`src/rtl/adc_conv_pkg.sv`:
```
package adc_conv_pkg;

  typedef enum logic [2:0] {
    ST_IDLE,
    ST_PWRUP,
    ST_QTWAIT,
    ST_ACQ,
    ST_CONV,
    ST_PROC,
    ST_DONE
  } seq_state_t;

endpackage

```
`src/rtl/adc_clk_div.sv`:
```
module adc_clk_div #(
  parameter int SEL_W    = 3,
  parameter int BASE_DIV = 8
) (
  input  logic             clk,
  input  logic             rst_n,
  input  logic             clr,
  input  logic [SEL_W-1:0] div_sel,
  output logic             tick
);

  localparam int MAX_RATIO = BASE_DIV * (1 << SEL_W);
  localparam int CNT_W     = $clog2(MAX_RATIO);

  logic [CNT_W-1:0] cnt_q, cnt_d, limit;

  always_comb begin
    limit = CNT_W'((int'(div_sel) + 1) * BASE_DIV - 1);
    tick  = (cnt_q == limit);
    if (clr || tick) cnt_d = '0;
    else             cnt_d = cnt_q + 1'b1;
  end

  always_ff @(posedge clk or negedge rst_n) begin
    if (!rst_n) cnt_q <= '0;
    else        cnt_q <= cnt_d;
  end

endmodule

```
`src/rtl/adc_seq_ctrl.sv`:
```
module adc_seq_ctrl
  import adc_conv_pkg::*;
#(
  parameter int EXT_W       = 4,
  parameter int PWRUP_TICKS = 20,
  parameter int ACQ_TICKS   = 2,
  parameter int CONV_TICKS  = 13,
  parameter int PROC_CYC    = 4,
  parameter int QT_CYC      = 16,
  parameter int CONVS       = 2
) (
  input  logic             clk,
  input  logic             rst_n,
  input  logic             tick,
  input  logic             start,
  input  logic             qt_collide,
  input  logic             ext_en,
  input  logic [EXT_W-1:0] ext_val,
  output logic             div_clr,
  output logic             acq_o,
  output logic             conv_o,
  output logic             cap0,
  output logic             cap1,
  output logic             avg_go,
  output logic             done_o
);

  localparam int ACQ_MAX  = ACQ_TICKS + 2 * ((1 << EXT_W) - 1);
  localparam int MAX_A    = (PWRUP_TICKS > ACQ_MAX) ? PWRUP_TICKS : ACQ_MAX;
  localparam int MAX_T    = (MAX_A > CONV_TICKS) ? MAX_A : CONV_TICKS;
  localparam int TCNT_W   = $clog2(MAX_T);
  localparam int QT_TOT   = 2 * QT_CYC;
  localparam int MAX_S    = (QT_TOT > PROC_CYC) ? QT_TOT : PROC_CYC;
  localparam int SCNT_W   = $clog2(MAX_S);
  localparam int CCNT_W   = (CONVS > 1) ? $clog2(CONVS) : 1;

  seq_state_t        st_q, st_d;
  logic [TCNT_W-1:0] tcnt_q, tcnt_d, acq_last;
  logic [SCNT_W-1:0] scnt_q, scnt_d;
  logic [CCNT_W-1:0] ccnt_q, ccnt_d;
  logic              rd_q, rd_d;
  logic              start_q;
  logic              go_acq, cap;

  always_comb begin
    acq_last = TCNT_W'(ACQ_TICKS - 1 + (ext_en ? 2 * int'(ext_val) : 0));
    st_d   = st_q;
    tcnt_d = tcnt_q;
    scnt_d = scnt_q;
    ccnt_d = ccnt_q;
    rd_d   = rd_q;
    go_acq = 1'b0;
    cap    = 1'b0;
    avg_go = 1'b0;
    case (st_q)
      ST_IDLE: if (start && !start_q) begin
        st_d   = ST_PWRUP;
        tcnt_d = '0;
        ccnt_d = '0;
        rd_d   = 1'b0;
      end
      ST_PWRUP: if (tick) begin
        if (tcnt_q == TCNT_W'(PWRUP_TICKS - 1)) go_acq = 1'b1;
        else tcnt_d = tcnt_q + 1'b1;
      end
      ST_QTWAIT: begin
        if (scnt_q == SCNT_W'(QT_TOT - 1)) begin
          st_d   = ST_ACQ;
          tcnt_d = '0;
        end else scnt_d = scnt_q + 1'b1;
      end
      ST_ACQ: if (tick) begin
        if (tcnt_q == acq_last) begin
          st_d   = ST_CONV;
          tcnt_d = '0;
        end else tcnt_d = tcnt_q + 1'b1;
      end
      ST_CONV: if (tick) begin
        if (tcnt_q == TCNT_W'(CONV_TICKS - 1)) begin
          st_d   = ST_PROC;
          scnt_d = '0;
          cap    = 1'b1;
        end else tcnt_d = tcnt_q + 1'b1;
      end
      ST_PROC: begin
        if (scnt_q == SCNT_W'(PROC_CYC - 1)) begin
          if (!rd_q) begin
            rd_d   = 1'b1;
            go_acq = 1'b1;
          end else begin
            rd_d   = 1'b0;
            avg_go = 1'b1;
            if (ccnt_q == CCNT_W'(CONVS - 1)) st_d = ST_DONE;
            else begin
              ccnt_d = ccnt_q + 1'b1;
              go_acq = 1'b1;
            end
          end
        end else scnt_d = scnt_q + 1'b1;
      end
      ST_DONE: st_d = ST_IDLE;
      default: st_d = ST_IDLE;
    endcase
    if (go_acq) begin
      st_d   = qt_collide ? ST_QTWAIT : ST_ACQ;
      tcnt_d = '0;
      scnt_d = '0;
    end
  end

  always_ff @(posedge clk or negedge rst_n) begin
    if (!rst_n) begin
      st_q    <= ST_IDLE;
      tcnt_q  <= '0;
      scnt_q  <= '0;
      ccnt_q  <= '0;
      rd_q    <= 1'b0;
      start_q <= 1'b0;
    end else begin
      st_q    <= st_d;
      tcnt_q  <= tcnt_d;
      scnt_q  <= scnt_d;
      ccnt_q  <= ccnt_d;
      rd_q    <= rd_d;
      start_q <= start;
    end
  end

  assign div_clr = (st_d != st_q) || (st_q == ST_IDLE);
  assign acq_o   = (st_q == ST_ACQ);
  assign conv_o  = (st_q == ST_CONV);
  assign done_o  = (st_q == ST_DONE);
  assign cap0    = cap && !rd_q;
  assign cap1    = cap && rd_q;

endmodule

```
`src/rtl/adc_pair_avg.sv`:
```
module adc_pair_avg #(
  parameter int DW = 12
) (
  input  logic          clk,
  input  logic          rst_n,
  input  logic          cap0,
  input  logic          cap1,
  input  logic          go,
  input  logic [DW-1:0] raw,
  output logic          valid,
  output logic [DW-1:0] avg
);

  logic [DW-1:0] r0_q, r1_q;
  logic [DW:0]   sum;

  assign sum = {1'b0, r0_q} + {1'b0, r1_q};

  always_ff @(posedge clk or negedge rst_n) begin
    if (!rst_n) begin
      r0_q  <= '0;
      r1_q  <= '0;
      avg   <= '0;
      valid <= 1'b0;
    end else begin
      if (cap0) r0_q <= raw;
      if (cap1) r1_q <= raw;
      if (go)   avg  <= sum[DW:1];
      valid <= go;
    end
  end

endmodule

```
`src/rtl/adc_conv_timer.sv`:
```
module adc_conv_timer #(
  parameter int DW     = 12,
  parameter int SEL_W  = 3,
  parameter int EXT_W  = 4,
  parameter int QT_CYC = 16,
  parameter int CONVS  = 2
) (
  input  logic             clk,
  input  logic             rst_n,
  input  logic [SEL_W-1:0] div_sel,
  input  logic             acq_ext_en,
  input  logic [EXT_W-1:0] acq_ext,
  input  logic             conv_start,
  input  logic             qt_collide,
  input  logic [DW-1:0]    raw_data,
  output logic             acq_o,
  output logic             conv_o,
  output logic             res_valid,
  output logic [DW-1:0]    res_data,
  output logic             start_clear
);

  logic rst_meta, rst_sync;
  logic tick, div_clr, cap0, cap1, avg_go;

  always_ff @(posedge clk or negedge rst_n) begin
    if (!rst_n) begin
      rst_meta <= 1'b0;
      rst_sync <= 1'b0;
    end else begin
      rst_meta <= 1'b1;
      rst_sync <= rst_meta;
    end
  end

  adc_clk_div #(.SEL_W(SEL_W), .BASE_DIV(8)) div_i (
    .clk(clk), .rst_n(rst_sync), .clr(div_clr), .div_sel(div_sel), .tick(tick)
  );

  adc_seq_ctrl #(.EXT_W(EXT_W), .QT_CYC(QT_CYC), .CONVS(CONVS)) seq_i (
    .clk(clk), .rst_n(rst_sync), .tick(tick), .start(conv_start),
    .qt_collide(qt_collide), .ext_en(acq_ext_en), .ext_val(acq_ext),
    .div_clr(div_clr), .acq_o(acq_o), .conv_o(conv_o), .cap0(cap0),
    .cap1(cap1), .avg_go(avg_go), .done_o(start_clear)
  );

  adc_pair_avg #(.DW(DW)) avg_i (
    .clk(clk), .rst_n(rst_sync), .cap0(cap0), .cap1(cap1), .go(avg_go),
    .raw(raw_data), .valid(res_valid), .avg(res_data)
  );

endmodule

```
`config.mk`:
```
export PLATFORM = sky130hd
export DESIGN_NAME = adc_conv_timer
export DESIGN_NICKNAME = d
export VERILOG_FILES = /design/src/rtl/adc_conv_pkg.sv /design/src/rtl/adc_clk_div.sv /design/src/rtl/adc_seq_ctrl.sv /design/src/rtl/adc_pair_avg.sv /design/src/rtl/adc_conv_timer.sv
export SDC_FILE = /design/constraint.sdc
export NUM_CORES = 1
export LEC_CHECK = 0
export CAP_MARGIN = 20
export CORE_UTILIZATION = 30
export CTS_CLUSTER_SIZE = 14
export DETAILED_ROUTE_END_ITERATION = 10
export DONT_BUFFER_PORTS = 1
export HOLD_SLACK_MARGIN = 0.05
export PLACE_DENSITY_LB_ADDON = 0.05
export SYNTH_ARGS = -nofsm -noshare
export SYNTH_HDL_FRONTEND = slang
export SYNTH_SLANG_ARGS = --single-unit
```
`constraint.sdc`:
```
create_clock -name clk -period 2.1 [get_ports clk]
set_input_delay 0.105 -clock clk [delete_from_list [all_inputs] [get_ports clk]]
set_output_delay 0.105 -clock clk [all_outputs]
set_load 0.005 [all_outputs]
```
# Yosys cells after proc, flatten, opt, wreduce, memory -nomap -nowiden
# Cells that the tools add are included.
[word_totals]
input_bits = 24
wordCells = 112
output_inout_bits = 16
register_bits = 61
[classes]
mux = 50
n_addsub = 8
reduce_logical = 15
eq_ne = 26
[op_table]
columns = ["op", "n"]
rows = [
  ["two-way mux 5 bit", 15],
  ["two-way mux 3 bit", 10],
  ["case mux 5 bit (5 select lines)", 1],
  ["two-way mux 1 bit", 18],
  ["case mux 3 bit (6 select lines)", 1],
  ["!= test 3 x 1 -> 1 bit, second input constant", 5],
  ["!= test 3 x 2 -> 1 bit, second input constant", 5],
  ["case mux 5 bit (3 select lines)", 1],
  ["adder 12 x 12 -> 13 bit", 1],
  ["adder 5 x 1 -> 5 bit, second input constant", 2],
  ["equality test 5 bit, second input constant", 2],
  ["equality test 3 bit, second input constant", 3],
  ["AND reduction 8 bit", 1],
  ["adder 6 x 1 -> 6 bit, second input constant", 1],
  ["equality test 3 x 2 -> 1 bit, second input constant", 2],
  ["equality test 6 bit", 1],
  ["two-way mux 6 bit", 1],
  ["!= test 2 x 1 -> 1 bit, second input constant", 3],
  ["case mux 1 bit (2 select lines)", 3],
  ["nonzero test 6 bit", 1],
  ["subtractor 6 x 2 -> 6 bit, second input constant", 1],
  ["adder 2 x 5 -> 5 bit, first input constant", 1],
  ["equality test 5 x 2 -> 1 bit, second input constant", 1],
  ["equality test 5 x 4 -> 1 bit, second input constant", 1],
  ["other kinds (14)", 18],
]

# Longest topological paths before layout
# Gate-level depths: netlist of run 1.
[depth]
ltp_word = 11
depth_mapped = 9
ltp_nobuf = 9

# Modules after synthesis
# Synthesis of run 1 repeated with hierarchy kept, for this count alone.
[unflattened]
hier_cells = 350
hier_area_um2 = 3642.2
[by_module_without_submodules]
columns = ["mod", "area_each_um2", "instances", "cells_each"]
rows = [
  ["adc_pair_avg", 2014.4, 1, 177],
  ["adc_seq_ctrl", 1227.4, 1, 139],
  ["adc_clk_div", 346.6, 1, 31],
  ["adc_conv_timer", 53.8, 1, 3],
]

# Least setup slack after synthesis of run 1
# Ideal clock, no wire load.
[synth_path]
kind = "input to register"
from = "in div_sel[0]"
to = "reg avg_i.r0_q[10]"
arrival_ps = 2036
path_stages = 8
slack_ps = -61
cell_sequence = "ha_1 -> xnor2_1 -> nor3b_2 -> o2111ai_4 -> or3_4 -> nor2_4 -> buf_4 -> mux2_2"
[synth_via]
elab_chain_len = 6
[synth_lines]
columns = ["element", "line_no", "source"]
rows = [
  ["from (decl)", "adc_conv_timer.sv:10", "input logic [SEL_W-1:0] div_sel,"],
  ["adder 3 x 1 -> 3 bit", "adc_clk_div.sv:18", "limit = CNT_W'((int'(div_sel) + 1) * BASE_DIV - 1);"],
  ["subtractor 6 x 2 -> 6 bit", "adc_clk_div.sv:18", ""],
  ["equality test 6 bit", "adc_clk_div.sv:19", "tick = (cnt_q == limit);"],
  ["two-way mux 1 bit", "adc_seq_ctrl.sv:78", "ST_CONV: if (tick) begin"],
  ["two-way mux 1 bit", "adc_seq_ctrl.sv:55", "case (st_q)"],
  ["logical AND 1 bit", "adc_seq_ctrl.sv:133", "assign cap0 = cap && !rd_q;"],
  ["to (signal assigned)", "adc_pair_avg.sv:26", "if (cap0) r0_q <= raw;"],
  ["to (decl)", "adc_pair_avg.sv:14", "logic [DW-1:0] r0_q, r1_q;"],
]
# Every way passes these cells.
# A chain may end at the register's enable or synchronous reset.

# Final worst setup path of run 1
[layout_path]
from = "reg div_i.cnt_q[4]"
to = "reg seq_i.tcnt_q[3]"
[layout_via]
elab_chain_len = 5
word_cells_on_any_way = 13
classes_between = "8 x eq/ne; 3 x mux; 2 x reduce/logical"
[layout_lines]
columns = ["element", "line_no", "source"]
rows = [
  ["from (decl)", "adc_clk_div.sv:15", "logic [CNT_W-1:0] cnt_q, cnt_d, limit;"],
  ["from (signal assigned)", "adc_clk_div.sv:26", "else cnt_q <= cnt_d;"],
  ["equality test 6 bit *", "adc_clk_div.sv:19", ""],
  ["two-way mux 1 bit", "adc_seq_ctrl.sv:62", "ST_PWRUP: if (tick) begin"],
  ["case mux 1 bit (2 select lines)", "adc_seq_ctrl.sv:55", ""],
  ["!= test 3 x 1 -> 1 bit (no line), or another cell as far along", "--", ""],
  ["AND reduction 8 bit (no line)", "--", ""],
  ["to (signal assigned)", "adc_seq_ctrl.sv:121", "tcnt_q <= tcnt_d;"],
  ["to (decl)", "adc_seq_ctrl.sv:38", "logic [TCNT_W-1:0] tcnt_q, tcnt_d, acq_last;"],
]
# Mark *: on every way between the ends. The rest lies on a longest branch, timed or not.

==> tab_implementation.tex, run 1 <==
\begin{tabular}{lr}
\hline
Metric & Value \\
\hline
\multicolumn{2}{l}{\textbf{Clocking}} \\
\quad Clock tree from TritonCTS & done \\
\quad Total CTS buffers & 9 \\
\quad CTS Buffer Depth & 2 \\
\quad Clk slew on worst S/H paths & around 50 ps \\
\quad Clock sink count & 61 \\
\quad Clock root buffer & sky130\_fd\_sc\_hd\_\_clkbuf\_16 \\
\quad Clock insertion delay at the later pin of the skew report & 330 ps \\
\quad Number of levels in the clock H-tree & 3 \\
\multicolumn{2}{l}{\textbf{Global routing}} \\
\quad Remaining global-route overflow & 0 \\
\quad Overall global routing resource usage & 15.2\% \\
\quad Number of antenna violations at the first check in global routing & 0 \\
\quad Via count of the first global-routing pass & 2683 \\
\quad Pin count of the biggest net entering global routing & 60 \\
\quad Global-route wire length before repair & between 10 and 15 mm \\
\multicolumn{2}{l}{\textbf{Timing}} \\
\quad Tightest hold margin & roughly 190 ps \\
\quad Count of endpoints failing setup in the final report & 11 \\
\quad Setup repair after global routing missed its margin & yes \\
\quad Clock Skew & 3.33 ps \\
\quad Final Hold Vio Count & 0 \\
\quad Final worst path period share & 101\% \\
\quad Final critical-path required period & approximately 2100 ps \\
\quad Achievable Freq & 470 MHz \\
\quad Max-slew violation count & 0 \\
\quad PnR worst setup slack & -27.3 ps \\
\multicolumn{2}{l}{\textbf{Finish}} \\
\quad Filler instances & 1090 \\
\quad Final net count & approximately 440 \\
\quad P\&R area growth vs syn & 33.4\% \\
\quad Area of all placed cells without fillers & around 4600 sq um \\
\quad Final core utilization & 41.9\% \\
\quad Antenna cell count & 0 \\
\quad Final Instance Count excl. Fillers & around 550 \\
\quad Ratio of cells with drive above 1 in the final layout & 29.3\% \\
\multicolumn{2}{l}{\textbf{Worst setup path}} \\
\quad Critical path type & flop to flop \\
\quad Peak per-stage delay on the critical path & approximately 410 ps \\
\quad Critical path required time & between 2000 and 2500 ps \\
\quad Crit. End Element & flop \\
\quad Cell class contributing the biggest share of worst-path delay & compound AO/OA/AOI/OAI gates \\
\quad Worst R2R Setup Slack & -30 ps \\
\quad Kind of launch point of the worst setup path & flop \\
\quad Cells along the critical path & xnor2\_2 > nor3b\_4 > o2111ai\_4 > buf\_4 > o21a\_1 > a21oi\_1 > buf\_4 > nor2\_2 > a221o\_1 \\
\quad Most frequent cell on the critical path & sky130\_fd\_sc\_hd\_\_buf\_4 \\
\quad Critical path's slowest cell & sky130\_fd\_sc\_hd\_\_dfrtp\_1 \\
\quad Maximum net fanout on the critical path & 5 \\
\quad Number of buffer and inverter stages on the critical path & 2 \\
\quad Endpoint arrival time on the critical path & between 2000 and 2500 ps \\
\multicolumn{2}{l}{\textbf{Route}} \\
\quad WL/cell & around 16 um \\
\quad Routed WL & 8.50 mm \\
\quad DR vias/cell & between 4 and 5 \\
\quad Post-DRT Antenna Nets & 0 \\
\quad Routed vias & between 2000 and 3000 \\
\quad Initial detailed-routing violation count & 163 \\
\quad Final routed DRC violation total & 0 \\
\quad Number of detailed-route iterations in the first pass & 4 \\
\multicolumn{2}{l}{\textbf{Logic synthesis}} \\
\quad Combined area of all synthesized cells & 3480 sq um \\
\quad Top area cells in the synthesized netlist & sky130\_fd\_sc\_hd\_\_dfrtp\_1, sky130\_fd\_sc\_hd\_\_ha\_1, sky130\_fd\_sc\_hd\_\_mux2\_2 \\
\quad Cell type with the largest total area after synthesis & sky130\_fd\_sc\_hd\_\_dfrtp\_1 \\
\quad Total of warnings raised by yosys & 0 \\
\quad Mapped Cells & 335 \\
\quad Synthesized Nets & 378 \\
\quad Part of the Yosys area used for sequential elements & 43.9\% \\
\quad Area fraction of the dominant cell type after synthesis & 43.9\% \\
\quad Most used flip-flop cell after synthesis & sky130\_fd\_sc\_hd\_\_dfrtp\_1 \\
\quad Synth Register Bits & 61 \\
\quad Syn avg cell area & between 10 and 15 sq um \\
\quad Library cells used by synthesis & between 50 and 60 \\
\quad Fraction of registers with async set or reset after synthesis & 100\% \\
\quad Number of enable-type register cells in the synthesized netlist & 0 \\
\multicolumn{2}{l}{\textbf{Power}} \\
\quad P\_int & between 0.002 and 0.003 W \\
\quad PD cells & 763 nW/um\^{}2 \\
\quad Share of power burned in combinational logic & roughly 15\% \\
\quad Switching component of the power & 0.000891 W \\
\quad Total power consumption of the routed design & 0.00354 W \\
\quad Power share of the sequential group & 38.8\% \\
\quad Clk pwr share & between 40 and 50\% \\
\quad Leak & 2.16 nW \\
\quad Switching share of power & 25.2\% \\
\quad Worst vdd rail ir drop & 0.520 mV \\
\multicolumn{2}{l}{\textbf{Floorplanning}} \\
\quad Die span in x & around 110 um \\
\quad Top-Level Pins & 40 \\
\quad Vertical die dimension & 110 um \\
\quad Initial core utilization & about a third \\
\quad Total die area & 12000 sq um \\
\quad Standard cell core area & 11100 sq um \\
\quad Cell row count & 38 \\
\multicolumn{2}{l}{\textbf{Hold path}} \\
\quad Class of the tightest hold or removal check & input port to flop \\
\multicolumn{2}{l}{\textbf{Placed design}} \\
\quad Dpl hpwl & 5.86 mm \\
\quad Placed cell count & 510 \\
\quad Gp weighted congestion & about 0.76 \\
\quad Number of I/O port buffers & 0 \\
\quad Placed instance area & about 4000 sq um \\
\multicolumn{2}{l}{\textbf{Status}} \\
\quad Failing checks & negative setup slack \\
\quad Status & finished with violations \\
\multicolumn{2}{l}{\textbf{Run}} \\
\quad MaxCap Viol Count & 0 \\
\hline
\end{tabular}
## cell type report
cell class	count	area (sq um)	area share, %
Inverter	12	47.5	1.02
Tap cell	140	175	3.77
Clock buffer	12	256	5.53
Clock inverter	4	70.1	1.51
Sequential cell	61	1530	32.9
Timing Repair Buffer	64	546	11.8
Multi-Input combinational cell	253	2020	43.5
## layout by cell type, fill, tap and decap left out, types with 3 or more instances in the layout
cell type,netlist,layout
sky130_fd_sc_hd__nand3_1,9,8
sky130_fd_sc_hd__o21ai_1,0,4
sky130_fd_sc_hd__o21ai_0,27,22
sky130_fd_sc_hd__nor4_1,5,5
sky130_fd_sc_hd__clkbuf_16,0,9
sky130_fd_sc_hd__o31ai_1,3,3
sky130_fd_sc_hd__a21oi_1,13,11
sky130_fd_sc_hd__nor3_1,5,5
sky130_fd_sc_hd__mux2_2,14,3
sky130_fd_sc_hd__and3_1,6,5
sky130_fd_sc_hd__nand2_1,31,30
sky130_fd_sc_hd__and2_1,3,3
sky130_fd_sc_hd__inv_1,11,11
sky130_fd_sc_hd__dlygate4sd3_1,0,16
sky130_fd_sc_hd__ha_1,18,16
sky130_fd_sc_hd__o21a_1,4,4
sky130_fd_sc_hd__nand3b_1,5,5
sky130_fd_sc_hd__nor2_1,24,22
sky130_fd_sc_hd__a21o_1,3,3
sky130_fd_sc_hd__nor2b_1,8,7
sky130_fd_sc_hd__dfrtp_1,61,60
sky130_fd_sc_hd__a31oi_1,4,4
sky130_fd_sc_hd__mux2_4,10,21
sky130_fd_sc_hd__xnor2_1,8,7
sky130_fd_sc_hd__buf_4,1,46
sky130_fd_sc_hd__a22o_1,7,7
sky130_fd_sc_hd__xor2_1,9,9
## cells in the mapped netlist, types with 2 or more instances
cell type,number
sky130_fd_sc_hd__a211oi_1,2
sky130_fd_sc_hd__a21o_1,3
sky130_fd_sc_hd__a21oi_1,13
sky130_fd_sc_hd__nor2b_1,8
sky130_fd_sc_hd__or3_1,2
sky130_fd_sc_hd__nand3b_1,5
sky130_fd_sc_hd__ha_1,18
sky130_fd_sc_hd__nand3_1,9
sky130_fd_sc_hd__o31ai_1,3
sky130_fd_sc_hd__nand4_1,2
sky130_fd_sc_hd__nand2_1,31
sky130_fd_sc_hd__o21a_1,4
sky130_fd_sc_hd__xnor2_1,8
sky130_fd_sc_hd__a22o_1,7
sky130_fd_sc_hd__nor4_1,5
sky130_fd_sc_hd__and3_1,6
sky130_fd_sc_hd__inv_1,11
sky130_fd_sc_hd__xor2_1,9
sky130_fd_sc_hd__a31o_2,2
sky130_fd_sc_hd__a31oi_1,4
sky130_fd_sc_hd__mux2_4,10
sky130_fd_sc_hd__o22ai_1,2
sky130_fd_sc_hd__o21bai_1,2
sky130_fd_sc_hd__mux2_2,14
sky130_fd_sc_hd__nor3_1,5
sky130_fd_sc_hd__dfrtp_1,61
sky130_fd_sc_hd__clkbuf_1,7
sky130_fd_sc_hd__nor2_1,24
sky130_fd_sc_hd__and2_1,3
sky130_fd_sc_hd__o21ai_0,27
## repair_timing
| action | in CTS | in global routing |
|---|---|---|
| hold buffers | 16 | 0 |
| gates cloned | 0 | 1 |
| setup endpoints to repair | 29 | 40 |
| gates resized for setup | 13 | 23 |
| setup buffers | 1 | 2 |
| hold endpoints to repair | 28 | 0 |
| pin swaps | 2 | 18 |
## metal layers
metal	vias up	track usage (%)	part of all wire [%]
met5	-	0	0
met4	0	4.38	0.87
met3	5	5.10	5.2
met2	58	22.7	44
met1	1298	20.8	50
li1	1332	-	-
## registers in the layout (all words and copies together) (netlist names)
name,flops
seq_i.ccnt_q,1
seq_i.start_q,1
seq_i.st_q,3
rst_meta,1
seq_i.scnt_q,5
avg_i.valid,1
avg_i.r0_q,12
div_i.cnt_q,6
seq_i.rd_q,1
avg_i.avg,12
rst_sync,1
avg_i.r1_q,12
seq_i.tcnt_q,5
## worst min-delay path: stages
cell	delay [ps]
sky130_fd_sc_hd__nor2b_1	130
sky130_fd_sc_hd__nand2_1	110
sky130_fd_sc_hd__o22a_1	140
## cells by family (layout without fill, tap and decap cells)
| family | Yosys count | in the layout | share of synthesized area (%) |
|---|---|---|---|
| fa+ha+maj | 19 | 19 | 7.05 |
| flops | 61 | 61 | 43.9 |
| compound gates | 81 | 81 | 16.0 |
| xor+xnor | 18 | 18 | 4.75 |
| simple gates | 108 | 109 | 16.4 |
| buf+inv | 22 | 92 | 2.77 |
| mux | 25 | 25 | 9.13 |
| other cells | 1 | 1 | 0.108 |
## power groups by stage
stage	Combinational, W	Clock (W)	Sequential [W]
6_report	0.000527	0.00164	0.00137
5_1_grt	0.000598	0.00175	0.00139
4_1_cts	0.000511	0.00170	0.00137
3_5_place_dp	0.000478	0	0.00139
3_3_place_gp	0.000480	0	0.00139
2_1_floorplan	0.000316	0	0.00139
## stage by stage
step,TNS (ps),setup slack (ps)
after floorplan,-149,-18.6
after global placement,-1080,-65.4
after detailed placement,-913,-72.5
after CTS,-352,-46.8
after global routing,-1760,-117
final,-75.2,-27.3
## path summary, 6_finish.rpt
| check | start | end | cells after the start |
|---|---|---|---|
| hold reg to reg | rst_sync$_DFF_PN0_ | avg_i.r0_q[8]$_DFFE_PN0P_ | 1 |
| setup reg to reg | div_i.cnt_q[4]$_DFF_PN0_ | seq_i.tcnt_q[3]$_DFFE_PN0P_ | 9 |
| setup / recovery | div_i.cnt_q[4]$_DFF_PN0_ | seq_i.tcnt_q[3]$_DFFE_PN0P_ | 9 |
| max in group asynchronous | rst_n | rst_sync$_DFF_PN0_ | 2 |
| min in group asynchronous | rst_sync$_DFF_PN0_ | avg_i.r0_q[8]$_DFFE_PN0P_ | 1 |
| hold / removal | conv_start | seq_i.ccnt_q$_DFFE_PN0P_ | 3 |
(Power assumes the default switching activity.)
==> run 2: changes to the inputs <==
Settings changed: ABC_AREA set to 1, SETUP_SLACK_MARGIN set to 0.15.
==> tab_implementation.tex, run 2 <==
\begin{tabular}{lr}
\hline
Metric & Value \\
\hline
\multicolumn{2}{l}{\textbf{Finish}} \\
\quad P\&R area growth vs syn & 29.7\% \\
\quad Ratio of cells with drive above 1 in the final layout & 20.8\% (-8.5 points) \\
\quad Antenna cell count & 0 (unchanged) \\
\quad Final net count & 543 (+22\%) \\
\quad Area of all placed cells without fillers & 4550 sq um (-2.0\%) \\
\quad Leading cell types in the layout, fill and taps excluded & sky130\_fd\_sc\_hd\_\_nand2\_1, sky130\_fd\_sc\_hd\_\_dfrtp\_1, sky130\_fd\_sc\_hd\_\_inv\_1 \\
\quad Most frequent standard cell in the layout excluding fill and tap cells & sky130\_fd\_sc\_hd\_\_nand2\_1 \\
\quad Registers with the most flip-flops & avg\_i.avg: 12 flops, avg\_i.r0\_q: 12 flops, avg\_i.r1\_q: 12 flops \\
\multicolumn{2}{l}{\textbf{Floorplanning}} \\
\quad Cell row count & 39 (+2.6\%) \\
\quad Top-Level Pins & 40 (unchanged) \\
\quad Initial core utilization & 30.7\% (-0.68 points) \\
\quad Vertical die dimension & 110 um (+0.41\%) \\
\quad Standard cell core area & 11400 sq um (+3.1\%) \\
\quad Total die area & 12100 sq um (+0.81\%) \\
\quad Die span in x & 110 um (+0.41\%) \\
\multicolumn{2}{l}{\textbf{Logic synthesis}} \\
\quad Most used flip-flop cell after synthesis & sky130\_fd\_sc\_hd\_\_dfrtp\_1 \\
\quad Combined area of all synthesized cells & 3510 sq um (+0.83\%) \\
\quad Part of the Yosys area used for sequential elements & 43.5\% (-0.36 points) \\
\quad Fraction of registers with async set or reset after synthesis & 100\% (unchanged) \\
\quad Top area cells in the synthesized netlist & sky130\_fd\_sc\_hd\_\_dfrtp\_1, sky130\_fd\_sc\_hd\_\_nand2\_1, sky130\_fd\_sc\_hd\_\_ha\_1 \\
\quad Synth Register Bits & 61 (unchanged) \\
\quad Mapped Cells & 448 (+34\%) \\
\quad Library cells used by synthesis & 38 (-34\%) \\
\quad Syn avg cell area & 7.83 sq um (-25\%) \\
\quad Total of warnings raised by yosys & 0 (unchanged) \\
\quad Top-count cell post-synth & sky130\_fd\_sc\_hd\_\_nand2\_1 \\
\quad List of most frequent post-synthesis cells & sky130\_fd\_sc\_hd\_\_nand2\_1, sky130\_fd\_sc\_hd\_\_dfrtp\_1, sky130\_fd\_sc\_hd\_\_inv\_1 \\
\quad Area fraction of the dominant cell type after synthesis & 43.5\% (-0.36 points) \\
\quad Cell type with the largest total area after synthesis & sky130\_fd\_sc\_hd\_\_dfrtp\_1 \\
\quad Number of enable-type register cells in the synthesized netlist & 0 (unchanged) \\
\quad Synthesized Nets & 491 (+30\%) \\
\multicolumn{2}{l}{\textbf{Route}} \\
\quad Number of detailed-route iterations in the first pass & 4 (unchanged) \\
\quad Initial detailed-routing violation count & 64 (-61\%) \\
\quad WL/cell & 12.5 um (-20\%) \\
\quad Final routed DRC violation total & 0 (unchanged) \\
\quad Routed vias & 2936 (+9.0\%) \\
\quad Routed WL & 8.08 mm (-4.9\%) \\
\quad Post-DRT Antenna Nets & 0 (unchanged) \\
\quad DR vias/cell & 4.54 (-8.0\%) \\
\multicolumn{2}{l}{\textbf{Worst setup path}} \\
\quad Maximum net fanout on the critical path & 5 (unchanged) \\
\quad Peak per-stage delay on the critical path & 380 ps (-30 ps) \\
\quad Critical path type & flop to flop \\
\quad Crit. End Element & flop \\
\quad Most frequent cell on the critical path & sky130\_fd\_sc\_hd\_\_nand2\_1 \\
\quad Number of buffer and inverter stages on the critical path & 2 (unchanged) \\
\quad Critical path required time & 2300 ps (about the same) \\
\quad Cells along the critical path & ha\_2 > inv\_1 > nor3\_2 > ha\_2 > inv\_1 > nand2\_1 > nand2\_1 > nor3\_4 > o211ai\_2 > nand2\_1 > o21ai\_0 \\
\quad Cell class contributing the biggest share of worst-path delay & simple AND/OR/NAND/NOR gates \\
\quad Kind of launch point of the worst setup path & flop \\
\quad Endpoint arrival time on the critical path & 2060 ps (-280 ps) \\
\quad Critical path's slowest cell & sky130\_fd\_sc\_hd\_\_dfrtp\_1 \\
\multicolumn{2}{l}{\textbf{Timing}} \\
\quad Final critical-path required period & 1860 ps (-268 ps) \\
\quad Clock Skew & 2.31 ps (-1.02 ps) \\
\quad Final TNS setup & 0 ps (+75.2 ps) \\
\quad Achievable Freq & 538 MHz (+14\%) \\
\quad Count of endpoints failing setup in the final report & 0 (-11) \\
\quad Final Hold Vio Count & 0 (unchanged) \\
\quad Setup repair after global routing missed its margin & yes \\
\quad Max-slew violation count & 0 (unchanged) \\
\quad Final worst path period share & 88.5\% (-13 points) \\
\multicolumn{2}{l}{\textbf{Clocking}} \\
\quad Clock tree from TritonCTS & done \\
\quad CTS Buffer Depth & 2 (unchanged) \\
\quad Clock root buffer & sky130\_fd\_sc\_hd\_\_clkbuf\_16 \\
\quad Number of levels in the clock H-tree & 3 (unchanged) \\
\quad Clock sink count & 61 (unchanged) \\
\quad Total CTS buffers & 9 (unchanged) \\
\quad Clk slew on worst S/H paths & 50 ps (about the same) \\
\quad Clock insertion delay at the later pin of the skew report & 330 ps (about the same) \\
\multicolumn{2}{l}{\textbf{Placed design}} \\
\quad Number of I/O port buffers & 0 (unchanged) \\
\quad Gp weighted congestion & 0.801 (+5.2\%) \\
\quad Placed instance area & 3750 sq um (-5.6\%) \\
\quad Dpl hpwl & 5.71 mm (-2.6\%) \\
\multicolumn{2}{l}{\textbf{Run}} \\
\quad MaxCap Viol Count & 0 (unchanged) \\
\multicolumn{2}{l}{\textbf{Global routing}} \\
\quad Pin count of the biggest net entering global routing & 60 (unchanged) \\
\quad Global-route wire length before repair & 13.0 mm (-5.6\%) \\
\quad Via count of the first global-routing pass & 2738 (+2.0\%) \\
\quad Overall global routing resource usage & 14.3\% (-0.90 points) \\
\quad Number of antenna violations at the first check in global routing & 0 (unchanged) \\
\quad Remaining global-route overflow & 0 (unchanged) \\
\multicolumn{2}{l}{\textbf{Power}} \\
\quad Leak & 2.21 nW (+2.6\%) \\
\quad Worst vdd rail ir drop & 0.569 mV (+9.3\%) \\
\quad Total power consumption of the routed design & 0.00434 W (+22\%) \\
\quad PD cells & 953 nW/um\^{}2 (+25\%) \\
\multicolumn{2}{l}{\textbf{Hold path}} \\
\quad Class of the tightest hold or removal check & flop to asynchronous set/reset pin \\
\multicolumn{2}{l}{\textbf{Status}} \\
\quad Status & finished clean \\
\hline
\end{tabular}
-- run 2: changes by cell type in the layout (fill, tap and decap cells not counted), sizes merged, moves of 4 or more --
cell    before  now
a21oi       13   20
a22o         7    1
and3         6    0
buf         48   29
inv         12   66
mux2        24    0
nand2       33  124
nand3        9   25
nand3b       5    1
nor2        25   43
nor2b        8    0
nor4         5    0
o21ai       27   45
-- run 2: timing repair --
action,CTS,global route
pin swaps,2,21
hold buffers,16,0
setup buffers,1,18
gates cloned,0,1
setup endpoints to repair,13,42
endpoints found under the hold margin,30,0
resized for setup,6,32
-- run 2: worst paths after layout --
path	endpoint	slack, ps	cells after the start	from
max in group asynchronous	rst_sync$_DFF_PN0_	1420	2	rst_n
worst min register to register	div_i.cnt_q[1]$_DFF_PN0_	270	1	rst_sync$_DFF_PN0_
worst max-delay path	seq_i.tcnt_q[1]$_DFFE_PN0P_	240	11	seq_i.scnt_q[1]$_DFFE_PN0P_
worst min-delay path	div_i.cnt_q[1]$_DFF_PN0_	270	1	rst_sync$_DFF_PN0_
min in group clk	seq_i.st_q[2]$_DFF_PN0_	290	7	acq_ext[0]
worst max register to register	seq_i.tcnt_q[1]$_DFFE_PN0P_	240	11	seq_i.scnt_q[1]$_DFFE_PN0P_
-- run 2: worst register-to-register path, cell delays in order (launching register included) --
cell	delay, ps
sky130_fd_sc_hd__dfrtp_1	380
sky130_fd_sc_hd__ha_2	200
sky130_fd_sc_hd__inv_1	60
sky130_fd_sc_hd__nor3_2	150
sky130_fd_sc_hd__ha_2	200
sky130_fd_sc_hd__inv_1	40
sky130_fd_sc_hd__nand2_1	80
sky130_fd_sc_hd__nand2_1	90
sky130_fd_sc_hd__nor3_4	200
sky130_fd_sc_hd__o211ai_2	170
sky130_fd_sc_hd__nand2_1	90
sky130_fd_sc_hd__o21ai_0	80
-- run 2: kinds of logic (layout without fill, tap and decap cells) --
family / Yosys count / in the layout / share of synthesized area (%)
buf+inv: 71 / 126 / 7.77
xor+xnor: 15 / 15 / 3.74
fa+ha+maj: 19 / 19 / 6.99
simple gates: 202 / 202 / 25.3
other cells: 1 / 1 / 0.107
compound gates: 79 / 80 / 12.6
flops: 61 / 61 / 43.5
-- run 2: cell type report --
class	count	area, sq um
Inverter	66	253
Clock buffer	12	267
Timing Repair Buffer	45	390
Multi-Input combinational cell	317	1870
Sequential cell	61	1530
Tap cell	143	179
Clock inverter	3	67.6
Fill cell	1211	6870
-- run 2: layer usage --
metal,wire [um],track usage [%]
met4,84,4.23
met1,3830,17.0
met5,0,0
met2,3870,23.8
met3,292,5.76
-- run 2: through the flow --
| step | cells | worst slack (ps) | hold slack, ps | utilization (%) |
|---|---|---|---|---|
| 2_1_floorplan | 448 | 216 | -191 | - |
| 3_3_place_gp | 596 | 73.0 | -191 | 32.9 |
| 3_5_place_dp | 596 | 37.5 | -191 | 32.9 |
| 4_1_cts | 628 | 134 | 282 | 37.5 |
| 5_1_grt | 647 | 88.0 | 328 | 39.9 |
| 6_report | 647 | 241 | 268 | 39.9 |
-- run 2: report_power, final --
part           switching [W]  internal (W)
clock               0.000524       0.00113
combinational       0.000731      0.000488
sequential          0.000139       0.00133
total                0.00139       0.00294
